**config.mk**
```make
export PLATFORM = sky130hd
export DESIGN_NAME = rbsEngine
export DESIGN_NICKNAME = d
export VERILOG_FILES = /design/src/rtl/rbsPkg.sv /design/src/rtl/rbsCtrl.sv /design/src/rtl/rbsDatapath.sv /design/src/rtl/rbsEngine.sv
export SDC_FILE = /design/constraint.sdc
export NUM_CORES = 1
export LEC_CHECK = 0
export BUFFER_PORTS_ARGS = -buffer_cell sky130_fd_sc_hd__buf_2
export CAP_MARGIN = 20
export CORE_UTILIZATION = 60
export CTS_BUF_LIST = sky130_fd_sc_hd__clkbuf_8
export CTS_CLUSTER_DIAMETER = 80
export DETAILED_ROUTE_END_ITERATION = 16
export PLACE_DENSITY = 0.78
export SLEW_MARGIN = 20
export SYNTH_ARGS = -nofsm -noshare
export SYNTH_HDL_FRONTEND = slang
export SYNTH_SLANG_ARGS = --single-unit
```
**constraint.sdc**
```tcl
create_clock -name clk -period 8.9 [get_ports clk]
set_clock_uncertainty 0.2 [all_clocks]
set_input_delay 1.78 -clock clk [delete_from_list [all_inputs] [get_ports clk]]
set_output_delay 1.78 -clock clk [all_outputs]
set_load 0.03 [all_outputs]
```
**src/rtl/rbsPkg.sv**
```systemverilog
package rbsPkg;
  localparam int CHAN_W  = 5;
  localparam int FRAME_W = 5;

  typedef struct packed {
    logic              valid;
    logic              txInsert;
    logic              capture;
    logic              commit;
    logic              freeze;
    logic [1:0]        letter;
    logic [CHAN_W-1:0] chan;
  } rbsStrobe_t;
endpackage

```
**src/rtl/rbsCtrl.sv**
```systemverilog
module rbsCtrl
  import rbsPkg::*;
#(
  parameter int NUM_CH = 24
) (
  input  logic               clk,
  input  logic               rstN,
  input  logic               byteValid,
  input  logic [FRAME_W-1:0] frameIdx,
  input  logic [CHAN_W-1:0]  chanIdx,
  input  logic               esfMode,
  input  logic               insertDisable,
  input  logic               reframing,
  output rbsStrobe_t         strb
);
  localparam logic [CHAN_W-1:0]  CH_LAST   = CHAN_W'(NUM_CH - 1);
  localparam logic [FRAME_W-1:0] SIG_A_IDX = FRAME_W'(5);
  localparam logic [FRAME_W-1:0] SIG_B_IDX = FRAME_W'(11);
  localparam logic [FRAME_W-1:0] SIG_C_IDX = FRAME_W'(17);
  localparam logic [FRAME_W-1:0] SIG_D_IDX = FRAME_W'(23);

  logic       sigFrame;
  logic       lastFrame;
  logic [1:0] letter;
  logic       chanOk;

  always_comb begin
    sigFrame = 1'b0;
    letter   = 2'd0;
    unique case (frameIdx)
      SIG_A_IDX: begin sigFrame = 1'b1;    letter = 2'd0; end
      SIG_B_IDX: begin sigFrame = 1'b1;    letter = 2'd1; end
      SIG_C_IDX: begin sigFrame = esfMode; letter = 2'd2; end
      SIG_D_IDX: begin sigFrame = esfMode; letter = 2'd3; end
      default:   begin sigFrame = 1'b0;    letter = 2'd0; end
    endcase
    lastFrame = esfMode ? (frameIdx == SIG_D_IDX) : (frameIdx == SIG_B_IDX);
    chanOk    = (chanIdx <= CH_LAST);
  end

  always_comb begin
    strb.valid    = byteValid;
    strb.txInsert = byteValid && sigFrame && !insertDisable;
    strb.capture  = byteValid && sigFrame && chanOk && !reframing;
    strb.commit   = byteValid && sigFrame && chanOk && !reframing && lastFrame;
    strb.freeze   = reframing;
    strb.letter   = letter;
    strb.chan     = chanIdx;
  end

  // a commit only closes the multiframe on the mode's final letter
  assert_commit_letter_R2: assert property (@(posedge clk) disable iff (!rstN)
    strb.commit |-> (strb.letter == (esfMode ? 2'd3 : 2'd1)));

  // nothing is captured while the framer hunts
  assert_no_capture_in_reframe_R7: assert property (@(posedge clk) disable iff (!rstN)
    reframing |-> !strb.capture);
endmodule

```
**src/rtl/rbsDatapath.sv**
```systemverilog
module rbsDatapath
  import rbsPkg::*;
#(
  parameter int NUM_CH = 24,
  parameter int D4_MF  = 4,
  parameter int ESF_MF = 2,
  parameter int CNT_W  = 3
) (
  input  logic              clk,
  input  logic              rstN,
  input  rbsStrobe_t        strb,
  input  logic              esfMode,
  input  logic              debounceEn,
  input  logic [1:0]        spareBits,
  input  logic [7:0]        txByteIn,
  input  logic [3:0]        txSigNib,
  input  logic [7:0]        rxByteIn,
  input  logic [CHAN_W-1:0] rdChan,
  output logic [7:0]        txByteOut,
  output logic              txValidOut,
  output logic [7:0]        rxByteOut,
  output logic              rxValidOut,
  output logic [3:0]        rdNib
);
  localparam logic [CHAN_W-1:0] CH_LAST  = CHAN_W'(NUM_CH - 1);
  localparam logic [CNT_W-1:0]  NEED_D4  = CNT_W'(D4_MF);
  localparam logic [CNT_W-1:0]  NEED_ESF = CNT_W'(ESF_MF);
  localparam logic [CNT_W-1:0]  CNT_MAX  = {CNT_W{1'b1}};

  logic [NUM_CH-1:0][2:0]       stageQ;
  logic [NUM_CH-1:0][3:0]       storeQ;
  logic [NUM_CH-1:0][3:0]       prevQ;
  logic [NUM_CH-1:0][CNT_W-1:0] cntQ;

  logic             txBit;
  logic             rxBit;
  logic [2:0]       curStage;
  logic [3:0]       cand;
  logic [CNT_W-1:0] curCnt;
  logic [CNT_W-1:0] nextCnt;
  logic [CNT_W-1:0] need;
  logic             writeStore;

  // Transmit bit selection: A is the nibble MSB
  always_comb begin
    unique case (strb.letter)
      2'd0:    txBit = txSigNib[3];
      2'd1:    txBit = txSigNib[2];
      2'd2:    txBit = txSigNib[1];
      default: txBit = txSigNib[0];
    endcase
  end

  // Receive candidate assembly and debounce decision
  always_comb begin
    rxBit    = rxByteIn[0];
    curStage = stageQ[strb.chan];
    curCnt   = cntQ[strb.chan];
    cand     = esfMode ? {curStage, rxBit} : {curStage[2], rxBit, 2'b00};
    if (cand == prevQ[strb.chan])
      nextCnt = (curCnt == CNT_MAX) ? curCnt : curCnt + CNT_W'(1);
    else
      nextCnt = CNT_W'(1);
    need       = esfMode ? NEED_ESF : NEED_D4;
    writeStore = strb.commit && (!debounceEn || (nextCnt >= need));
  end

  // Byte path registers
  always_ff @(posedge clk or negedge rstN) begin
    if (!rstN) begin
      txByteOut  <= '0;
      txValidOut <= 1'b0;
      rxByteOut  <= '0;
      rxValidOut <= 1'b0;
    end else begin
      txValidOut <= strb.valid;
      rxValidOut <= strb.valid;
      if (strb.valid) begin
        txByteOut <= strb.txInsert ? {txByteIn[7:1], txBit} : txByteIn;
        rxByteOut <= rxByteIn;
      end
    end
  end

  // Per-channel staging, debounce and store
  always_ff @(posedge clk or negedge rstN) begin
    if (!rstN) begin
      stageQ <= '0;
      storeQ <= '0;
      prevQ  <= '0;
      cntQ   <= '0;
    end else if (strb.capture) begin
      if (strb.commit) begin
        prevQ[strb.chan] <= cand;
        cntQ[strb.chan]  <= nextCnt;
        if (writeStore) storeQ[strb.chan] <= cand;
      end else begin
        stageQ[strb.chan][2 - strb.letter] <= rxBit;
      end
    end
  end

  // Read port
  always_comb begin
    if (rdChan <= CH_LAST)
      rdNib = esfMode ? storeQ[rdChan] : {storeQ[rdChan][3:2], spareBits};
    else
      rdNib = 4'd0;
  end

  // upper seven bits always travel intact with one cycle of latency
  assert_tx_upper_R1: assert property (@(posedge clk) disable iff (!rstN)
    $past(strb.valid) |-> (txValidOut && txByteOut[7:1] == $past(txByteIn[7:1])));

  // non-signaling transmit bytes and all receive bytes pass unchanged
  assert_tx_pass_R4: assert property (@(posedge clk) disable iff (!rstN)
    $past(strb.valid && !strb.txInsert) |-> (txByteOut == $past(txByteIn)));
  assert_rx_pass_R4: assert property (@(posedge clk) disable iff (!rstN)
    $past(strb.valid) |-> (rxValidOut && rxByteOut == $past(rxByteIn)));

  // the store moves only on a multiframe-closing byte
  assert_store_on_commit_R5: assert property (@(posedge clk) disable iff (!rstN)
    !$past(strb.commit) |-> $stable(storeQ));

  // store and staging are frozen while reframing
  assert_freeze_R7: assert property (@(posedge clk) disable iff (!rstN)
    $past(strb.freeze) |-> ($stable(storeQ) && $stable(stageQ)));
endmodule

```
**src/rtl/rbsEngine.sv**
```systemverilog
module rbsEngine
  import rbsPkg::*;
#(
  parameter int NUM_CH          = 24,
  parameter int DEBOUNCE_FRAMES = 48,
  parameter int D4_FRAMES       = 12,
  parameter int ESF_FRAMES      = 24
) (
  input  logic        clk,
  input  logic        rstN,
  input  logic        esfMode,
  input  logic        insertDisable,
  input  logic        debounceEn,
  input  logic        reframing,
  input  logic [1:0]  spareBits,
  input  logic        byteValid,
  input  logic [4:0]  frameIdx,
  input  logic [4:0]  chanIdx,
  input  logic [7:0]  txByteIn,
  input  logic [3:0]  txSigNib,
  input  logic [7:0]  rxByteIn,
  output logic [7:0]  txByteOut,
  output logic        txValidOut,
  output logic [7:0]  rxByteOut,
  output logic        rxValidOut,
  input  logic [4:0]  rdChan,
  output logic [3:0]  rdNib
);
  localparam int D4_MF  = (DEBOUNCE_FRAMES + D4_FRAMES - 1) / D4_FRAMES;
  localparam int ESF_MF = (DEBOUNCE_FRAMES + ESF_FRAMES - 1) / ESF_FRAMES;
  localparam int MF_MAX = (D4_MF > ESF_MF) ? D4_MF : ESF_MF;
  localparam int CNT_W  = $clog2(MF_MAX + 1);

  rbsStrobe_t strb;

  rbsCtrl #(.NUM_CH(NUM_CH)) u_ctrl (
    .clk           (clk),
    .rstN          (rstN),
    .byteValid     (byteValid),
    .frameIdx      (frameIdx),
    .chanIdx       (chanIdx),
    .esfMode       (esfMode),
    .insertDisable (insertDisable),
    .reframing     (reframing),
    .strb          (strb)
  );

  rbsDatapath #(
    .NUM_CH (NUM_CH),
    .D4_MF  (D4_MF),
    .ESF_MF (ESF_MF),
    .CNT_W  (CNT_W)
  ) u_dp (
    .clk        (clk),
    .rstN       (rstN),
    .strb       (strb),
    .esfMode    (esfMode),
    .debounceEn (debounceEn),
    .spareBits  (spareBits),
    .txByteIn   (txByteIn),
    .txSigNib   (txSigNib),
    .rxByteIn   (rxByteIn),
    .rdChan     (rdChan),
    .txByteOut  (txByteOut),
    .txValidOut (txValidOut),
    .rxByteOut  (rxByteOut),
    .rxValidOut (rxValidOut),
    .rdNib      (rdNib)
  );

  initial begin
    assert_param_chan_R9: assert (NUM_CH >= 1 && NUM_CH <= 32);
  end
endmodule

```
Word-level counts from Yosys, hierarchy flattened
Cells that the tools add are included.
{"block": "word_totals", "regBits": 353, "inputBits": 44, "output_inout_bits": 22, "elab_cells": 167}
{"block": "op_classes", "add_sub_neg": 2, "magnitude_cmp": 8, "n_eq_ne": 8, "n_mux": 31, "n_bitwise": 1, "reduce_logical": 18}
{"operator": "$bwmux 96", "n": 2}
{"operator": "$bwmux 72", "n": 2}
{"operator": "$bmux 4 s5", "n": 2}
{"operator": "$ge 32x1->1 const B", "n": 1}
{"operator": "$lt 32x3->1 const B", "n": 1}
{"operator": "$bmux 3 s5", "n": 2}
{"operator": "$demux 3 s5", "n": 2}
{"operator": "$mux 3", "n": 8}
{"operator": "$demux 4 s5", "n": 1}
{"operator": "$mux 4", "n": 4}
{"operator": "$lt 5x6->1 const B", "n": 2}
{"operator": "$eq 5x5->1 const B", "n": 2}
{"operator": "$le 5x5->1 const B", "n": 2}
{"operator": "$logic_and 1x1->1", "n": 8}
{"operator": "$pmux 2 s3", "n": 1}
{"operator": "$eq 5x3->1 const B", "n": 1}
{"operator": "$eq 5x4->1 const B", "n": 1}
{"operator": "$ge 5x1->1 const B", "n": 1}
{"operator": "$eq 4x4->1", "n": 1}
{"operator": "$reduce_and 2->1", "n": 2}
{"operator": "$reduce_or 2->1", "n": 2}
{"operator": "$add 3x1->3 const B", "n": 1}
{"operator": "$eq 3x3->1 const B", "n": 1}
{"operator": "$ge 3x3->1", "n": 1}
{"operator": "13 further kinds", "n": 17}

Logic depth before layout (Yosys ltp)
{"block": "logic_depth", "word_depth": 10, "depth_mapped": 22, "mapped_depth_nobuf": 16}

Hierarchy
From an unflattened synthesis, not the netlist that was laid out.
{"block": "unflattened", "cells_unflattened": 1324, "hier_area_um2": 17043.8}
{"mod": "rbsDatapath", "n_inst": 1, "cells_each": 1300, "area_each_um2": 16869.9, "seq_area_each_um2": 8833.5}
{"mod": "rbsCtrl", "n_inst": 1, "cells_each": 24, "area_each_um2": 173.9, "seq_area_each_um2": 0.0}

Worst setup path before layout
OpenSTA, ideal clock, no wires.
{"block": "synth_path", "path_type": "input-to-output", "startpoint": "in rdChan[0]", "endpoint": "out rdNib[3]", "arrival_ns": 3.983, "required_ns": 6.920, "setup_slack_ns": 2.937, "path_stages": 5, "path_buffers": 2, "path_cell_list": "clkbuf_1 > buf_1 > mux4_2 > mux4_2 > mux2_2"}
{"block": "synth_via", "elab_chain_cells": 3, "elab_cells_between_ends": 4, "classes_between": "1 x order compare; 3 x mux"}
{"item": "start, declared", "line_no": "rbsEngine.sv:26", "rtl": "input logic [4:0] rdChan,"}
{"item": "$bmux 4 s5", "line_no": "rbsDatapath.sv:106", "rtl": "rdNib = esfMode ? storeQ[rdChan] : {storeQ[rdChan][3:2], spareBits};"}
{"item": "$mux 4 (not written as such)", "line_no": "rbsDatapath.sv:106"}
{"item": "$mux 4 *", "line_no": "rbsDatapath.sv:105", "rtl": "if (rdChan <= CH_LAST)"}
{"item": "end, declared", "line_no": "rbsEngine.sv:27", "rtl": "output logic [3:0] rdNib"}
Mark *: on every way between the ends. The rest lies on a longest branch, timed or not. The select of a mux whose other input is x is not followed.

Worst setup path in the final report
{"block": "layout_path", "startpoint": "in chanIdx[0]", "endpoint": "reg u_dp.storeQ[78] (netlist name)"}
{"block": "layout_via", "elab_chain_cells": 9, "elab_cells_between_ends": 26, "classes_between": "1 x add/sub; 4 x order compare; 2 x eq/ne; 12 x mux; 7 x reduce/logical"}
{"item": "start, declared", "line_no": "rbsEngine.sv:18", "rtl": "input logic [4:0] chanIdx,"}
{"item": "$bmux 3 s5 (on tied branches)", "line_no": "rbsDatapath.sv:58, rbsDatapath.sv:57"}
{"item": "$mux 3 (on tied branches)", "line_no": "rbsDatapath.sv:58, rbsDatapath.sv:57"}
{"item": "$add 3x1->3 (tied with other cells)", "line_no": "rbsDatapath.sv:61", "rtl": "nextCnt = (curCnt == CNT_MAX) ? curCnt : curCnt + CNT_W'(1);"}
{"item": "$mux 3 or $eq 4x4->1 (tied branches)", "line_no": "rbsDatapath.sv:61, rbsDatapath.sv:60"}
{"item": "$mux 3", "line_no": "rbsDatapath.sv:60", "rtl": "if (cand == prevQ[strb.chan])"}
{"item": "$ge 3x3->1", "line_no": "rbsDatapath.sv:65", "rtl": "writeStore = strb.commit && (!debounceEn || (nextCnt >= need));"}
{"item": "$logic_or 1x1->1", "line_no": "rbsDatapath.sv:65"}
{"item": "$logic_and 1x1->1", "line_no": "rbsDatapath.sv:65"}
{"item": "$reduce_and 3->1 (no line)"}
{"item": "end signal, assigned by index", "line_no": "rbsDatapath.sv:96", "rtl": "if (writeStore) storeQ[strb.chan] <= cand;"}
{"item": "end, declared", "line_no": "rbsDatapath.sv:31", "rtl": "logic [NUM_CH-1:0][3:0] storeQ;"}
Several ways; a longest one is shown, not always the timed one. The select of a mux whose other input is x is not followed.
A chain may end at the register's enable or synchronous reset.

==> key figures <==
Synthesis
  • Area share of the leading cell type in the synthesized netlist: 51.7%
  • Top post-synthesis cells by area: dfrtp_1, mux2_2, mux4_2
  • #FFs+latches synth: 353
  • Net count of the mapped netlist: ~1600
  • Synth Flop Type: dfrtp_1
  • Post-synthesis sequential area ratio: between 50% and 60%
  • Post-synthesis cell count: 1579
  • Synth warn: 0
  • Cell Area, Synth: 17100 µm²
  • Async SR Flop Fraction: 100%
  • Avg Inst Size Synth: 10.8 µm²
  • Netlist cell types: 63
  • Number of synthesized flops with an enable pin: 0
  • Post-synth top area cell: dfrtp_1

Global route
  • Initial antenna violation count: 0
  • Gr usage total: a little under a third
  • Pin count of the biggest net entering global routing: 130
  • First-pass GRT wire length: 70300 µm
  • Grt ovf: 0
  • Vias in the first global route: about 13000

Clock network
  • TritonCTS Buffers: 56
  • Clk root buf: clkbuf_8
  • Clk Latency, worst-skew pair: 0.61 ns
  • Post-CTS resize count: 0
  • Clock slew at reported path FFs: ~0.060 ns
  • CTS Buffer Depth: 3
  • Clk sinks: ~350
  • Post-CTS Setup Inserts: 0
  • Post-CTS Hold Buffers: 0
  • CTS tree: yes
  • H-tree levels: 2

Finish
  • Layout cells sized above 1: 23.1%
  • Most common cell after layout, fill and taps aside: dfrtp_1
  • Fill count: approximately 2100
  • Nets: between 1500 and 2000
  • Most frequent cells in the layout: dfrtp_1, nand2_1, o21ai_0
  • # diodes: 0
  • Core Util, Final: 66.5%
  • P&R area growth vs syn: 8.58%

Placed design
  • GP Congestion: a little under 0.9
  • Final HPWL DP: 28600 µm
  • # port buffers: 65

Drt
  • Via density per instance: 6.33
  • Wire per inst: between 20 and 25 µm
  • DRC: 0
  • TritonRoute pass-1 iters: 5
  • Antenna Violating Nets Remaining: 0
  • DR vias: approximately 13000
  • Final WL: 44500 µm
  • Starting DRT DRC Count: 1487

Worst setup path
  • Reg2reg end: u_dp.storeQ[78]$_DFFE_PN0P_
  • CP endpoint: u_dp.storeQ[78]$_DFFE_PN0P_
  • CP Max Fanout: just under 80
  • Crit start category: input port
  • CP max-delay cell: a21oi_4
  • Worst path required time: slightly above 9 ns
  • Critical path cell sequence: buf_6, buf_4, mux4_2, a22oi_1, nand3_1, ha_1, inv_1, a21oi_1, mux2i_1, nor2_1, inv_1, ha_1, and3_1, a21oi_4, nand2b_4, o21ai_0
  • Critical R2R Launch: u_dp.stageQ[35]$_DFFE_PN0P_
  • Arrival @ worst endpoint: about 6.8 ns
  • FF-to-FF setup slack: 4.29 ns
  • Kind of critical path: in -> reg
  • Critical path's largest stage delay: 0.76 ns
  • CP Launch Point: chanIdx[0]
  • Crit. End Element: register
  • R2R cell count: 13

STA
  • Crit path time final: 6.51 ns
  • Hold Fails Final Rpt: 0
  • Max Freq: between 150 and 200 MHz
  • Unrepaired setup endpoints after global routing: no
  • Worst slew margin: 26.0%
  • Period utilization: 73.1%
  • Worst-margin pin slew: 1.11 ns
  • Slew Limit Fails: 0
  • Setup-failing EPs final: 0
  • Fin Setup TNS: 0 ns

Die
  • Initial Util: 61.3%
  • Core area: 27900 µm²
  • Std cell rows: 61
  • I/O pins: 66
  • Die outline height: 171 µm
  • Die area: 29100 µm²
  • Die Wd: 171 µm

Power and ir drop
  • Net Sw Power: between 700 and 800 µW
  • Leak Pwr: 8.74 nW
  • Peak supply drop: 0.000105 V
  • Internal power: 2.37 mW
  • Comb pwr share: 6.6%
  • Clk pwr share: 42.2%
  • Switch share: around a quarter
  • Part of the power in registers: 51.2%
  • PD cells: 171 nW/µm²

Hold path
  • Worst hold path type: reg -> reg

Run status
  • Outcome: complete, no violations

Flow run
  • Max_cap viols: 0
[logic make-up after synthesis]
| family | synth area share (%) |
|---|---|
| AOI/OAI and AO/OA | 10.8 |
| adders and majority gates | 0.220 |
| buffers and inverters | 3.61 |
| xor gates and xnor gates | 0.308 |
| and+or+nand+nor | 12.9 |
| muxes | 20.4 |
| DFF | 51.7 |
[sequential cells by signal (all words and copies together) (netlist names)]
| register | flops |
|---|---|
| u_dp.stageQ | 72 |
| u_dp.cntQ | 72 |
| u_dp.prevQ | 96 |
| u_dp.storeQ | 96 |
| u_dp.txByteOut | 8 |
| u_dp.txValidOut | 1 |
| u_dp.rxByteOut | 8 |
[power groups by stage]
| stage | combinational [mW] | clock [mW] | sequential [mW] |
|---|---|---|---|
| after global routing | 0.224 | 1.42 | 1.62 |
| after CTS | 0.208 | 1.34 | 1.62 |
| after floorplan | 0.111 | 0 | 1.66 |
| after global placement | 0.205 | 0 | 1.65 |
| final | 0.208 | 1.33 | 1.62 |
| after detailed placement | 0.207 | 0 | 1.65 |
[worst min-delay path by stage]
stage	start	endpoint	depth (start not counted)
2_1_floorplan	u_dp.cntQ[6]$_DFFE_PN0P_	u_dp.cntQ[6]$_DFFE_PN0P_	2
3_3_place_gp	u_dp.prevQ[45]$_DFFE_PN0P_	u_dp.prevQ[45]$_DFFE_PN0P_	2
3_5_place_dp	u_dp.prevQ[45]$_DFFE_PN0P_	u_dp.prevQ[45]$_DFFE_PN0P_	2
4_1_cts	u_dp.prevQ[45]$_DFFE_PN0P_	u_dp.prevQ[45]$_DFFE_PN0P_	2
5_1_grt	u_dp.prevQ[89]$_DFFE_PN0P_	u_dp.prevQ[89]$_DFFE_PN0P_	2
6_report	u_dp.prevQ[45]$_DFFE_PN0P_	u_dp.prevQ[45]$_DFFE_PN0P_	2
[through the flow]
step / cell area (µm²) / cells / worst slack (ns) / power, mW / hold WS (ns)
after floorplan: 17100 / 1579 / 2.94 / 1.78 / 0.241
after global placement: 17400 / 1909 / 1.87 / 1.85 / 0.253
after detailed placement: 17400 / 1909 / 1.82 / 1.86 / 0.259
after CTS: 18500 / 2011 / 2.45 / 3.17 / 0.274
after global routing: 18500 / 2011 / 2.11 / 3.26 / 0.294
final: 18500 / 2011 / 2.39 / 3.16 / 0.274
[routing by layer]
metal	global-route usage (%)	up-vias	part of all wire (%)
met2	49.0	659	47
met3	5.55	131	8.3
met1	43.4	6359	41
met4	13.9	0	3.6
li1	-	5575	-
met5	0	-	0
[synth_stat cells (2+ instances only)]
master     instances
inv_1              9
nand2b_1           4
o221ai_1           4
mux4_2            50
or4_1              3
buf_2             18
nor3b_1            2
a2bb2oi_1         13
a211oi_1           2
buf_4              6
nor3_1            33
buf_1              8
clkbuf_1          89
a31oi_1           28
or2_2              3
o21ai_0          146
mux2_2           140
nand3_1            4
nand2_1          287
nor2_1           145
a2bb2oi_2         11
or3b_2             2
o22ai_1           23
a31oi_4            2
dfrtp_1          353
nor4_1             8
or3_1              6
mux2i_1           78
xor2_1             2
and3_1             2
a21oi_1            5
a22oi_1            9
o32ai_1            4
o21ai_1           33
nand3b_1           5
nand2b_4           2
xnor2_1            4
buf_6              7
o31ai_1            2
ha_1               3
o211ai_1           2
[layout make-up]
| class | instances | area, µm² | area share, % |
|---|---|---|---|
| sequential | 353 | 8830 | 47.7 |
| tap | 378 | 473 | 2.55 |
| inverter | 9 | 33.8 | 0.182 |
| clock inverter | 33 | 140 | 0.756 |
| timing repair buffer | 81 | 477 | 2.57 |
| clock buffer | 69 | 950 | 5.12 |
| multi-input combinational | 1088 | 7630 | 41.2 |
[critical path, delay by kind of cell]
| kind | cells | cell delay (ns) |
|---|---|---|
| AOI/OAI and AO/OA | 4 | 1.27 |
| and+or+nand+nor | 4 | 0.97 |
| adders and majority gates | 2 | 0.49 |
| muxes | 2 | 0.72 |
| buffers and inverters | 4 | 1.44 |
Note: power is estimated with default switching activity, not from simulation.
